File: src/rtl/lpm_seq.sv
module lpm_seq #(
  parameter int SETTLE_TICKS = 8
) (
  input  logic clk,
  input  logic rst_n,
  input  logic set_idle,
  input  logic set_stop,
  input  logic set_susp,
  input  logic regoff_wr,
  input  logic regoff_val,
  input  logic instr_done,
  input  logic ext_rst,
  input  logic mcd_en,
  input  logic mcd_timeout,
  input  logic pmatch,
  input  logic tmr_ovf,
  input  logic cmp_low,
  input  logic cmp_en,
  input  logic irq_pend,
  input  logic wake_irq_en,
  input  logic ls_tick,
  output logic cpu_clk_en,
  output logic hfosc_en,
  output logic periph_clk_en,
  output logic reg_en,
  output logic resume_pulse,
  output logic wake_irq,
  output logic core_rst
);
  localparam int CW = $clog2(SETTLE_TICKS + 1);

  typedef enum logic [2:0] {S_RUN, S_IDLE, S_STOP, S_SUSP, S_SETTLE} st_t;

  st_t           st;
  logic [2:0]    req;
  logic          regoff_q, stop_regoff, irq_lat;
  logic [CW-1:0] cnt;

  wire       wake     = pmatch | tmr_ovf | (cmp_low & cmp_en);
  wire       rst_evt  = ext_rst | (mcd_en & mcd_timeout & !(st == S_STOP && stop_regoff));
  wire [2:0] req_all  = req | {set_stop, set_susp, set_idle};
  wire       last_tk  = ls_tick && (cnt == CW'(SETTLE_TICKS - 1));

  assign cpu_clk_en    = (st == S_RUN);
  assign hfosc_en      = (st == S_RUN) || (st == S_IDLE) || (st == S_SETTLE);
  assign periph_clk_en = (st == S_RUN) || (st == S_IDLE);
  assign reg_en        = !(st == S_STOP && stop_regoff);

  always_ff @(posedge clk or negedge rst_n) begin
    if (!rst_n) begin
      st <= S_RUN; req <= '0; regoff_q <= 1'b0; stop_regoff <= 1'b0;
      irq_lat <= 1'b0; cnt <= '0;
      core_rst <= 1'b1; resume_pulse <= 1'b0; wake_irq <= 1'b0;
    end else begin
      core_rst     <= 1'b0;
      resume_pulse <= 1'b0;
      wake_irq     <= 1'b0;
      if (rst_evt) begin
        st <= S_RUN; req <= '0; regoff_q <= 1'b0; stop_regoff <= 1'b0;
        irq_lat <= 1'b0; cnt <= '0;
        core_rst <= 1'b1;
      end else begin
        if (regoff_wr) regoff_q <= regoff_val;
        case (st)
          S_RUN:
            if (instr_done && req_all != 3'b000) begin
              req <= '0;
              if (req_all[2]) begin
                st <= S_STOP;
                stop_regoff <= regoff_q;
              end else if (req_all[1]) st <= S_SUSP;
              else st <= S_IDLE;
            end else begin
              req <= req_all;
            end
          S_IDLE:
            if (irq_pend) st <= S_RUN;
          S_SUSP:
            if (wake) begin
              st <= S_SETTLE;
              cnt <= '0;
              irq_lat <= wake_irq_en;
            end
          S_SETTLE:
            if (last_tk) begin
              st <= S_RUN;
              cnt <= '0;
              resume_pulse <= 1'b1;
              wake_irq <= irq_lat;
              irq_lat <= 1'b0;
            end else if (ls_tick) begin
              cnt <= cnt + 1'b1;
            end
          S_STOP: ;
          default: st <= S_RUN;
        endcase
      end
    end
  end

  assert_stop_hold_R4: assert property (@(posedge clk) disable iff (!rst_n)
    (st == S_STOP && !ext_rst && !mcd_timeout) |=> (st == S_STOP && !cpu_clk_en));

  assert_regoff_hold_R5: assert property (@(posedge clk) disable iff (!rst_n)
    (st == S_STOP && stop_regoff && !ext_rst) |=> (st == S_STOP && !reg_en));

  assert_settle_order_R7: assert property (@(posedge clk) disable iff (!rst_n)
    (st == S_SUSP && wake && !rst_evt) |=> (hfosc_en && !cpu_clk_en));

  assert_resume_after_settle_R7: assert property (@(posedge clk) disable iff (!rst_n)
    (st == S_SETTLE && !rst_evt ##1 st == S_RUN) |-> resume_pulse);

  assert_irq_with_resume_R8: assert property (@(posedge clk) disable iff (!rst_n)
    wake_irq |-> resume_pulse);

  assert_reset_no_resume_R9: assert property (@(posedge clk) disable iff (!rst_n)
    $onehot0({resume_pulse, core_rst}));

  assert_idle_exit_R10: assert property (@(posedge clk) disable iff (!rst_n)
    (st == S_IDLE && irq_pend && !rst_evt) |=> cpu_clk_en);
endmodule

File: config.mk
export PLATFORM = sky130hd
export DESIGN_NAME = lpm_seq
export DESIGN_NICKNAME = d
export VERILOG_FILES = /design/src/rtl/lpm_seq.sv
export SDC_FILE = /design/constraint.sdc
export NUM_CORES = 1
export LEC_CHECK = 0
export ABC_AREA = 1
export BUFFER_PORTS_ARGS = -buffer_cell sky130_fd_sc_hd__buf_2
export CORE_MARGIN = 2
export CORE_UTILIZATION = 46
export DETAILED_ROUTE_END_ITERATION = 8
export PLACE_DENSITY_LB_ADDON = 0.25
export SLEW_MARGIN = 20
export SYNTH_ARGS = -nofsm -noshare
export SYNTH_HDL_FRONTEND = slang
export SYNTH_SLANG_ARGS = --single-unit
export TNS_END_PERCENT = 20
File: constraint.sdc
create_clock -name clk -period 1.5 [get_ports clk]
set_clock_uncertainty 0.2 [all_clocks]
set_input_delay 0.075 -clock clk [delete_from_list [all_inputs] [get_ports clk]]
set_output_delay 0.075 -clock clk [all_outputs]
set_load 0.005 [all_outputs]
# [Word-level counts from Yosys, hierarchy flattened]
# Cells that the tools add are included.
[op_classes] n_mux=33 n_bitwise=7 magnitude_cmp=0 shift=0 eq_ne=11 n_addsub=1 n_div=0 mul=0 n_reduce_logical=17
[op_table] op="$mux W3" count=8
[op_table] op="$mux W1" count=16
[op_table] op="$mux W4" count=4
[op_table] op="$pmux W3 S5" count=1
[op_table] op="$ne A3 B3 Y1 const B" count=3
[op_table] op="$reduce_and A3 Y1" count=3
[op_table] op="$pmux W4 S2" count=1
[op_table] op="$reduce_bool A2 Y1" count=4
[op_table] op="$eq A3 B2 Y1 const B" count=2
[op_table] op="$reduce_bool A3 Y1" count=2
[op_table] op="$reduce_and A5 Y1" count=1
[op_table] op="$add A4 B1 Y4 const B" count=1
[op_table] op="$eq A4 B3 Y1 const B" count=1
[op_table] op="$mux W2" count=2
[op_table] op="$ne A4 B4 Y1 const B" count=1
[op_table] op="$and A1 B1 Y1" count=3
[op_table] op="$eq A3 B1 Y1 const B" count=1
[op_table] op="$eq A3 B3 Y1 const B" count=1
[op_table] op="$logic_and A1 B1 Y1" count=3
[op_table] op="$logic_not A3 Y1" count=1
[op_table] op="$ne A3 B1 Y1 const B" count=1
[op_table] op="$or A1 B1 Y1" count=3
[op_table] op="$or A3 B3 Y3" count=1
[op_table] op="$logic_or A1 B1 Y1" count=2
[op_table] op="other kinds (3)" count=3
[totals] output_inout_bits=7 elab_cells=78 ff_bits=16 n_memories=0 in_bits=18 latch_bits=0 ram_bits=0 rom_bits=0

# [Logic depth before layout (Yosys ltp)]
# Gate-level depths: netlist of run 1.
[logic_depth] word_depth=7 mapped_depth=9 depth_no_buf=9

# [Worst setup path before layout of run 1]
# Ideal clock, no wire load.
[synth_timing] kind="reg2reg" from="register st[2]" to="register st[2]" t_required_ps=1169 path_slack_ps=14 stages_incl_launch_ff=7 n_path_buf=0 arrival_time_ps=1155 synth_period_minus_slack_ps=1486 setup_ps=131 cell_sequence="dfrtp_1 inv_1 nand2_2 nor2_2 nand4_4 nand2_1 o21ai_0"
[synth_via] word_cells_on_any_way=17 cone_classes="9 x eq/ne; 2 x mux; 2 x bitwise; 4 x reduce/logical"
[synth_lines] item="from (decl)" line="34" source="st_t st;"
[synth_lines] item="from (signal assigned)" line="51" source="st <= S_RUN; req <= '0; regoff_q <= 1'b0; stop_regoff <= 1'b0;"
[synth_lines] item="from (signal assigned)" line="59" source="st <= S_RUN; req <= '0; regoff_q <= 1'b0; stop_regoff <= 1'b0;"
[synth_lines] item="from (signal assigned)" line="69" source="st <= S_STOP;"
[synth_lines] item="$logic_not A3 Y1 (*)"
[synth_lines] item="named net cpu_clk_en" line="22" source="output logic cpu_clk_en,"
[synth_lines] item="$ne A3 B1 Y1 (no line) / $pmux W3 S5 (equally long branches)"
[synth_lines] item="$reduce_and A5 Y1 (no line) / $mux W3 (equally long branches)"
# The timed path passes the listed nets; every way through them passes the cells marked *.
# A chain may end at the register's enable or synchronous reset.

# [Worst setup path after layout of run 1]
[layout_timing] from="register st[2]" to="register cnt[0]"
[layout_via] elab_chain_len=7 word_cells_on_any_way=13 cone_classes="5 x eq/ne; 2 x mux; 2 x bitwise; 4 x reduce/logical"
[layout_rtl] item="$eq A3 B2 Y1 (*)" line="40" source="wire rst_evt = ext_rst | (mcd_en & mcd_timeout & !(st == S_STOP && stop_regoff));"
[layout_rtl] item="$logic_and A1 B1 Y1 (*)" line="40"
[layout_rtl] item="$logic_not A1 Y1 (*)" line="40"
[layout_rtl] item="$and A1 B1 Y1 (*)" line="40"
[layout_rtl] item="$or A1 B1 Y1 (*)" line="40"
[layout_rtl] item="named net rst_evt" line="40"
[layout_rtl] item="$ne A4 B4 Y1 (no line) (tied with other cells)"
[layout_rtl] item="$reduce_and A3 Y1 (no line)"
[layout_rtl] item="to (signal assigned)" line="92" source="cnt <= cnt + 1'b1;"
[layout_rtl] item="to (decl)" line="37" source="logic [CW-1:0] cnt;"
# Marks and branches as above.

==> metrics.md, run 1 <==
| Metric | Value |
|---|---|
| CTS tree | `yes` |
| M2 GR Usage | `between 30% and 40%` |
| Hold endpoint | `req[1]` |
| Share of layout cells above drive strength 1 | `45.51%` |
| Leakage | `approximately 0.77 nW` |
| Initial drt markers | `20` |
| Synth cell types | `23` |
| Max frequency | `between 0.6 and 0.7 GHz` |
| RSZ-0062 raised after global routing | `true` |
| CP required | `1540 ps` |
| Final min period | `between 1500 and 2000 ps` |
| Mapped cell area | `942.2 um^2` |
| Critical path type | `flop to flop` |
| Cell Rows | `16` |
| TritonCTS Sinks | `16` |
| Clk Latency, worst-skew pair | `slightly below 300 ps` |
| Pin count of the biggest net entering global routing | `17` |
| Worst r2r dst | `cnt[0]` |
| Commonest cells after routing, fill and taps aside | `33 x nand2_1, 23 x buf_2, 21 x buf_4` |
| Initial antenna violation count | `0` |
| Via/cell ratio | `around 5.0` |
| Top fanout value on the critical path | `6` |
| Global-route met3 utilization | `2.761%` |
| Post-synth top area share | `39.84%` |
| First-pass GRT wire length | `between 3000 and 4000 um` |
| Vias in the first global route | `902` |
| Crit end category | `flop` |
| TritonRoute pass-1 iters | `4` |
| Status | `finished with violations` |
| Die area | `0.002426 mm^2` |
| Count of state elements after synthesis | `16` |
| Worst setup margin | `-103.5 ps` |
| R2R Path Start | `st[2]` |
| GR peak layer | `met2` |
| R2r setup slk | `-100 ps` |
| DRC errors left | `0` |
| Finished Layout Cells | `205` |
| HP Start | `set_susp` |
| Syn Nets | `about 140` |
| Via count | `1023` |
| Slew Limit Fails | `0` |
| Most common cell after layout, fill and taps aside | `nand2_1` |
| Core area | `0.001942 mm^2` |
| Dpl ws | `-76.87 ps` |
| Antenna viol nets, final | `0` |
| Layout area overhead | `58.83%` |
| Clock buffer depth | `2` |
| Wire length per cell | `12.97 um` |
| Clock Root Buffer | `clkbuf_4` |
| Final setup violation count | `16` |
| Die height | `49.26 um` |
| Met1 Use GR | `24.61%` |
| Failing checks | `hold timing, setup timing` |
| Crit path launch type | `flop` |
| Peak VDD IR | `886.5 uV` |
| Slew HR | `75.99%` |
| Gate count after technology mapping | `roughly 120` |
| Yosys top cell by area | `dfrtp_1` |
| IO Pins | `25` |
| Clk slew on worst S/H paths | `90 ps` |
| GP Congestion | `0.7971` |
| GRT Resource Usage Total | `between 10% and 20%` |
| Grt ovf | `0` |
| ANT cells | `0` |
| Worst Hold Class | `input port to flop` |
| Max-Cap Viols | `0` |
| Worst Hold Path Cells | `4` |
| Routed WL | `2658 um` |
| Final worst-path cycle share | `106.9%` |
| Port Buffer Count | `24` |
| Syn_area_per_cell | `between 7 and 8 um^2` |
| Crit path DAT | `between 1500 and 2000 ps` |
| Final Hold Vio Count | `1` |
| H-Tree Depth | `1` |
| Warnings from Yosys | `0` |
| Initial Util | `48.52%` |
| Die X | `49.26 um` |
| Final HPWL DP | `approximately 1600 um` |
| Cell Pwr Density | `a little under 800 mW/mm^2` |
| Placed instance count | `184` |
| NumNets Final | `198` |
| Worst-Margin Slew | `360.1 ps` |
| Hold Worst Slack | `-6.947 ps` |
| Sequential fraction of the synthesis area | `42.63%` |
| Cts bufs inserted | `3` |
| R2R cell count | `9` |
| Final Util | `between 70% and 80%` |
| Final TNS setup | `-908.1 ps` |
| Main area contributors after synthesis | `dfrtp_1 40%, nand2_1 14%, nor2_1 7.2%` |
-- cell usage after synthesis, drive strengths merged --
| library cell | instances |
|---|---|
| and3 | 1 |
| dfstp | 1 |
| o21ai | 3 |
| nand2 | 41 |
| nor4 | 1 |
| dfrtp | 15 |
| nand3 | 11 |
| a21oi | 5 |
| mux2i | 1 |
| xor2 | 2 |
| nor2 | 20 |
| inv | 11 |
| nand4 | 5 |
| ha | 1 |
-- critical path, stage by stage (launching register included) --
cell,delay (ps)
dfrtp_1,400
inv_2,110
nand4_4,150
nand2_4,160
nand2_8,90
nor2_4,170
nand2_4,90
nand2_4,70
nand2_1,50
nand2_1,60
-- timing repair --
item,4_1_cts,5_1_grt
hold buffers,8,0
endpoints found under the hold margin,27,0
pin swaps,13,14
endpoints found under the setup margin,13,13
setup buffers,4,5
resized for setup,11,17
-- through the flow --
stage	total power [mW]	instance area, um^2
after global routing	1.241	1496
final	1.181	1496
after detailed placement	0.8204	1209
after floorplan	0.6771	942.2
after CTS	1.134	1379
after global placement	0.8121	1209
-- per-layer routing --
metal / share of wire (%) / wire (um)
met5: 0 / 0
met4: 0.87 / 23
met3: 5.8 / 153
met2: 52 / 1390
met1: 41 / 1090
-- worst max-delay path by stage --
stage            from  endpoint  slack (ps)  depth (start not counted)
3_5_place_dp   cnt[0]    cnt[1]         -80                          8
2_1_floorplan   st[2]     st[2]          10                          6
5_1_grt         st[2]   irq_lat        -190                          8
4_1_cts        cnt[1]    cnt[1]         -40                          8
3_3_place_gp    st[2]   irq_lat         -40                          8
6_report        st[2]    cnt[0]        -100                          9
-- state kept, by name, summed over array words and instances, names as in the netlist --
register	cells
wake_irq	1
st	3
cnt	4
resume_pulse	1
regoff_q	1
stop_regoff	1
irq_lat	1
req	3
core_rst	1
-- cell type report --
class | count | area [um^2]
Timing Repair Buffer | 56 | 397.9
Tap cell | 27 | 33.78
Fill cell | 143 | 445.4
Inverter | 11 | 43.79
Clock buffer | 4 | 26.28
Multi-Input combinational cell | 91 | 591.8
Sequential cell | 16 | 402.9
-- logic make-up after synthesis --
family / count (synthesis) / share of synthesized area, %
xor+xnor: 2 / 1.860
simple gates: 79 / 44.09
buf+inv: 11 / 4.383
compound gates: 8 / 4.648
mux: 1 / 1.062
fa+ha+maj: 1 / 1.328
flops: 16 / 42.63
-- where the power goes --
part / internal (mW) / switching [mW] / total (mW) / leakage (nW)
Clock: 0.103 / 0.140 / 0.243 / 0.0150
Sequential: 0.460 / 0.0259 / 0.485 / 0.215
Combinational: 0.212 / 0.241 / 0.452 / 0.539
Power figures use the tool's default switching activity.
==> inputs of run 2 (changes only) <==
--- a/config.mk
+++ b/config.mk
@@ -11,6 +11,7 @@
 export CORE_UTILIZATION = 46
 export DETAILED_ROUTE_END_ITERATION = 8
 export PLACE_DENSITY_LB_ADDON = 0.25
+export SKIP_LAST_GASP = 1
 export SLEW_MARGIN = 20
 export SYNTH_ARGS = -nofsm -noshare
 export SYNTH_HDL_FRONTEND = slang
==> run 2 against run 1 <==
The run ends with setup timing left. Clock power down 5%. Sequential power about the same. First-iteration DRC count shrank 10%. Combinational power fell by 9.3%. Maximum frequency up 2.5%. Utilization shrank 2.6 points. Non-clock buffer count shrank 1. Worst hold slack gained 20 ps. Worst setup slack gained 39 ps. Die area is the same. Sequential cell count is the same. Global-route usage shrank 0.053 points.
==> metrics.md, run 2 (synthesized netlist as in run 1, its figures left out) <==
| Metric | Value |
|---|---|
| Die X | `49.26 um (unchanged)` |
| H-Tree Depth | `1 (unchanged)` |
| Most common cell after layout, fill and taps aside | `nand2_1` |
| Cts bufs inserted | `3 (unchanged)` |
| Top fanout value on the critical path | `7 (+1)` |
| Wire length per cell | `11.30 um (-13%)` |
| Leakage | `0.7481 nW (-2.7%)` |
| Clk slew on worst S/H paths | `90 ps (about the same)` |
| Final HPWL DP | `1630 um (unchanged)` |
| CTS tree | `yes` |
| Largest regs | `cnt (4), req (3), st (3)` |
| Die height | `49.26 um (unchanged)` |
| CP required | `1520 ps (-20 ps)` |
| Critical Path End | `cnt[3]` |
| IO Pins | `25 (unchanged)` |
| Largest delay share family, worst path | `simple AND/OR/NAND/NOR gates` |
| Routed WL | `2306 um (-13%)` |
| Via count | `945 (-7.6%)` |
| Final min period | `1564 ps (-39.17 ps)` |
| Clk Latency, worst-skew pair | `280 ps (about the same)` |
| TritonCTS Sinks | `16 (unchanged)` |
| Fillers | `149 (+4.2%)` |
| Max frequency | `0.6392 GHz (+2.5%)` |
| Initial antenna violation count | `0 (unchanged)` |
| Initial drt markers | `18 (-10%)` |
| Crit path DAT | `1590 ps (-50 ps)` |
| Final TNS setup | `-427.6 ps (+480.5 ps)` |
| Status | `finished with violations` |
| Port Buffer Count | `24 (unchanged)` |
| Max reg flops | `4 (unchanged)` |
| Share of layout cells above drive strength 1 | `42.94% (-2.6 points)` |
| Vias in the first global route | `880 (-2.4%)` |
| Reg with most FFs | `cnt` |
| Final setup violation count | `12 (-4)` |
| Worst path slowest cell | `dfrtp_1` |
| Final Util | `74.42% (-2.6 points)` |
| NumNets Final | `197 (-0.51%)` |
| Slew Limit Fails | `0 (unchanged)` |
| Pin count of the biggest net entering global routing | `17 (unchanged)` |
| Worst Hold Class | `input port to flop` |
| HP Start | `set_stop` |
| GRT Resource Usage Total | `19.62% (-0.053 points)` |
| Initial Util | `48.52% (unchanged)` |
| Clock Root Buffer | `clkbuf_4` |
| Clock buffer depth | `2 (unchanged)` |
| Layout area overhead | `53.39%` |
| Commonest cells after routing, fill and taps aside | `33 x nand2_1, 24 x buf_2, 21 x buf_4` |
| TritonRoute pass-1 iters | `4 (unchanged)` |
| Crit end category | `flop` |
| Final Hold Vio Count | `0 (-1)` |
| Failing checks | `setup timing` |
| Slew HR | `76.08% (+0.088 points)` |
| RSZ-0062 raised after global routing | `true` |
| Placed instance count | `184 (unchanged)` |
| Crit-path max cell delay | `400 ps (about the same)` |
| Worst Hold Path Cells | `4 (unchanged)` |
| Worst-Margin Slew | `358.8 ps (-1.323 ps)` |
| DRC errors left | `0 (unchanged)` |
| R2R cell count | `9 (unchanged)` |
| Worst r2r dst | `cnt[3]` |
| Cell Rows | `16 (unchanged)` |
| Core area | `0.001942 mm^2 (unchanged)` |
| Max-Cap Viols | `0 (unchanged)` |
| Worst setup margin | `-64.34 ps (+39.17 ps)` |
| Final worst-path cycle share | `104.3% (-2.6 points)` |
| Finished Layout Cells | `204 (-0.49%)` |
| CP Buf/Inv Count | `1 (unchanged)` |
| Cell Pwr Density | `778.7 mW/mm^2 (-1.3%)` |
| Critical path type | `flop to flop` |
| Die area | `0.002426 mm^2 (unchanged)` |
| First-pass GRT wire length | `3698 um (-0.75%)` |
| R2R Path Start | `st[2]` |
| Crit path launch type | `flop` |
| ANT cells | `0 (unchanged)` |
| WP depth | `9 (unchanged)` |
| R2r setup slk | `-60 ps (+40 ps)` |
| Antenna viol nets, final | `0 (unchanged)` |
| GP Congestion | `0.7971 (unchanged)` |
| Setup crit start | `st[2]` |
| Grt ovf | `0 (unchanged)` |
| Peak VDD IR | `863.1 uV (-2.6%)` |
| Via/cell ratio | `4.632 (-7.2%)` |
| Critical path, cell by cell | `inv_2 > nand4_4 > nand2_4 > nand2_4 > nor2_4 > nand2_2 > nand2_2 > nand2_1 > nand2_1` |
-- run 2: cell types whose count changed in the layout (fill, tap and decap cells not counted), sizes merged --
cell / before / now
dlygate4sd3: 8 / 9
buf: 48 / 46
-- run 2: where the power goes --
part,internal (mW),switching [mW]
combinational,0.189,0.220
clock,0.103,0.127
sequential,0.459,0.0258
-- run 2: metal layers --
metal,vias up,routed length (um),GRT usage [%]
li1,498,-,-
met1,425,1030,25.25
met2,20,1173,33.33
met3,2,87,2.761
met4,0,14,7.143
met5,-,0,0
-- run 2: cell type report --
cell class                      instances  area [um^2]  area share, %
Clock buffer                            4        26.28          1.818
Multi-Input combinational cell         91        559.3          38.70
Tap cell                               27        33.78          2.338
Inverter                               11        43.79          3.030
Sequential cell                        16        402.9          27.88
Timing Repair Buffer                   55        379.1          26.23
-- run 2: worst register-to-register path: stages, from the launching register on --
cell	delay (ps)
dfrtp_1	400
inv_2	110
nand4_4	150
nand2_4	140
nand2_4	100
nor2_4	130
nand2_2	90
nand2_2	90
nand2_1	60
nand2_1	60
-- run 2: how the worst min path moves through the flow --
| stage | slack, ps | to |
|---|---|---|
| after floorplan | -420 | cnt[0] |
| after global placement | -200 | req[2] |
| after detailed placement | -190 | req[1] |
| after CTS | 4 | req[1] |
| after global routing | 40 | req[2] |
| final | 10 | req[2] |
-- run 2: what timing repair did --
action                                 CTS  global route
pin swaps                               11             8
cloned                                   0             0
buffers inserted                         4             3
endpoints found under the hold margin   27             1
hold buffers                             8             1
setup endpoints to repair               13            13
resized for setup                        9            10
-- run 2: through the flow --
step	setup WS, ps	area [um^2]	total power, mW	hold WS [ps]
2_1_floorplan	13.96	942.2	0.6771	-420.6
3_3_place_gp	-41.23	1209	0.8121	-197.4
3_5_place_dp	-76.87	1209	0.8204	-191.3
4_1_cts	-42.66	1369	1.114	3.702
5_1_grt	-174.5	1445	1.202	43.01
6_report	-64.34	1445	1.125	13.07
==> inputs of run 3 (changes only) <==
--- a/config.mk
+++ b/config.mk
@@ -10,7 +10,7 @@
 export CORE_MARGIN = 2
 export CORE_UTILIZATION = 46
 export DETAILED_ROUTE_END_ITERATION = 8
-export PLACE_DENSITY_LB_ADDON = 0.25
+export PLACE_DENSITY = 0.74
 export SKIP_LAST_GASP = 1
 export SLEW_MARGIN = 20
 export SYNTH_ARGS = -nofsm -noshare
==> run 3 against run 2 <==
The run still ends with setup timing left. Combinational power is 1% higher. Cell count is 2.0% higher. Power is 5.7% higher. Sequential cell count stayed put. Clock-buffer cell count stayed put. Critical endpoint is now cnt[0].
==> metrics.md, run 3 (synthesized netlist as in run 1, its figures left out) <==
| Metric | Value |
|---|---|
| CP dominant cell by count | `nor2_4` |
| Wire length per cell | `13.08 um (+16%)` |
| Crit path DAT | `1640 ps (+50 ps)` |
| Leakage | `0.7615 nW (+1.8%)` |
| R2R cell count | `8 (-1)` |
| H-Tree Depth | `1 (unchanged)` |
| Cell Pwr Density | `801.3 mW/mm^2 (+2.9%)` |
| Finished Layout Cells | `208 (+2.0%)` |
| Die height | `49.26 um (unchanged)` |
| Initial drt markers | `20 (+2)` |
| Initial Util | `48.52% (unchanged)` |
| Worst Hold Class | `input port to asynchronous set/reset pin` |
| NumNets Final | `201 (+2.0%)` |
| RSZ-0062 raised after global routing | `true` |
| Vias in the first global route | `963 (+9.4%)` |
| Cell Rows | `16 (unchanged)` |
| IO Pins | `25 (unchanged)` |
| Combinational share of power | `35.0% (-1.4 points)` |
| Pin count of the biggest net entering global routing | `17 (unchanged)` |
| Critical path type | `flop to flop` |
| Crit path launch type | `flop` |
| Reg with most FFs | `cnt` |
| Placed Area | `0.001194 mm^2 (-1.2%)` |
| Share of layout cells above drive strength 1 | `43.09% (+0.16 points)` |
| TritonRoute pass-1 iters | `4 (unchanged)` |
| DRC errors left | `0 (unchanged)` |
| Via count | `1063 (+12%)` |
| Critical Path End | `cnt[0]` |
| Clk Latency, worst-skew pair | `290 ps (about the same)` |
| Via/cell ratio | `5.111 (+10%)` |
| Port Buffer Count | `24 (unchanged)` |
| Switching Power | `0.3892 mW (+4.2%)` |
| Hold Worst Slack | `16.45 ps (+3.380 ps)` |
| Die area | `0.002426 mm^2 (unchanged)` |
| Max-Cap Viols | `0 (unchanged)` |
| R2r setup slk | `-100 ps (-40 ps)` |
| Setup crit start | `cnt[0]` |
| Commonest cells after routing, fill and taps aside | `32 x nand2_1, 24 x buf_2, 23 x buf_4` |
| Critical path, cell by cell | `ha_2 > nand2_2 > nor2_4 > nor2_4 > nand3_4 > nor2_4 > nand3_1 > nand2_1` |
| ANT cells | `0 (unchanged)` |
| Peak VDD IR | `768.6 uV (-11%)` |
| Top fanout value on the critical path | `8 (+1)` |
| Worst path slowest cell | `dfrtp_1` |
| First-pass GRT wire length | `4008 um (+8.4%)` |
| TritonCTS Sinks | `16 (unchanged)` |
| Final setup violation count | `15 (+3)` |
| Layout area overhead | `57.50%` |
| Sequential power share | `40.6% (-2.5 points)` |
| Int Pwr | `0.7998 mW (+6.4%)` |
| Max frequency | `0.6250 GHz (-2.2%)` |
| Slew Limit Fails | `0 (unchanged)` |
| Crit end category | `flop` |
| GRT Resource Usage Total | `21.90% (+2.3 points)` |
| Core area | `0.001942 mm^2 (unchanged)` |
| WP depth | `8 (-1)` |
| Failing checks | `setup timing` |
| CTS tree | `yes` |
| Antenna viol nets, final | `0 (unchanged)` |
| Routed WL | `2721 um (+18%)` |
| Final TNS setup | `-765.4 ps (-337.8 ps)` |
| Finished Cell Area | `0.001484 mm^2 (+2.7%)` |
| Final min period | `1600 ps (+35.54 ps)` |
| Initial antenna violation count | `0 (unchanged)` |
| R2R Path Start | `cnt[0]` |
| Status | `finished with violations` |
| Cts bufs inserted | `3 (unchanged)` |
| Clock network power share | `24.5% (+4.0 points)` |
| Worst setup margin | `-99.88 ps (-35.54 ps)` |
| Die X | `49.26 um (unchanged)` |
| Max reg flops | `4 (unchanged)` |
| Final Hold Vio Count | `0 (unchanged)` |
| Crit-path max cell delay | `410 ps (about the same)` |
| Final HPWL DP | `1671 um (+2.5%)` |
| Final Power | `1.189 mW (+5.7%)` |
| Fillers | `137 (-8.1%)` |
| Slew HR | `75.41% (-0.68 points)` |
| Largest regs | `cnt (4), req (3), st (3)` |
| Clock Root Buffer | `clkbuf_4` |
| Grt ovf | `0 (unchanged)` |
| Placed instance count | `182 (-1.1%)` |
| Most common cell after layout, fill and taps aside | `nand2_1` |
| CP required | `1540 ps (+20 ps)` |
| Worst-Margin Slew | `368.9 ps (+10.14 ps)` |
| Switching Share | `32.74% (-0.45 points)` |
| Worst r2r dst | `cnt[0]` |
| Largest delay share family, worst path | `simple AND/OR/NAND/NOR gates` |
| Final worst-path cycle share | `106.7% (+2.4 points)` |
| GP Congestion | `0.7829 (-1.8%)` |
| CP Buf/Inv Count | `0 (-1)` |
| Clock buffer depth | `2 (unchanged)` |
| Clk slew on worst S/H paths | `90 ps (about the same)` |
[run 3: cell count changes in the layout (fill, tap and decap cells not counted), sizes merged]
cell / previous run / this run
dlygate4sd3: 9 / 12
buf: 46 / 47
[run 3: power groups by stage]
stage | combinational, mW | sequential [mW] | clock, mW
after detailed placement | 0.333 | 0.489 | 0
final | 0.416 | 0.482 | 0.291
after global placement | 0.324 | 0.488 | 0
after floorplan | 0.188 | 0.489 | 0
after CTS | 0.383 | 0.483 | 0.299
after global routing | 0.453 | 0.485 | 0.312
[run 3: area by class of cell]
cell class	instances	area, um^2	share of cell area (%)
timing repair buffer	59	412.9	27.82
inverter	11	41.29	2.782
clock buffer	4	36.28	2.445
multi-input combinational	91	556.8	37.52
tap	27	33.78	2.277
sequential	16	402.9	27.15
[run 3: worst min-delay path by stage]
stage           from  endpoint  slack, ps  cells after the start
2_1_floorplan  rst_n    cnt[0]       -420                      0
3_3_place_gp   rst_n    req[2]       -190                      1
3_5_place_dp   rst_n    req[2]       -190                      1
4_1_cts        rst_n    req[2]         10                      2
5_1_grt        rst_n  regoff_q         50                      2
6_report       rst_n    req[2]         20                      2
[run 3: per-layer routing]
layer / up-vias / wire length (um) / part of all wire [%] / track usage, %
met5: - / 0 / 0 / 0
met4: 0 / 82 / 3.0 / 12.38
met3: 10 / 173 / 6.4 / 4.908
met2: 46 / 1394 / 51 / 36.94
met1: 496 / 1071 / 39 / 25.39
li1: 511 / - / - / -
[run 3: metrics by stage]
stage,utilization (%),setup slack [ps]
2_1_floorplan,-,13.96
3_3_place_gp,61.47,-16.47
3_5_place_dp,61.47,-88.06
4_1_cts,71.91,-73.33
5_1_grt,76.42,-195.6
6_report,76.42,-99.88
[run 3: timing repair]
action,in CTS,in global routing
resized for setup,7,10
buffers inserted,4,6
pin swaps,8,11
hold buffers,12,0
endpoints found under the hold margin,28,0
setup endpoints to repair,15,15
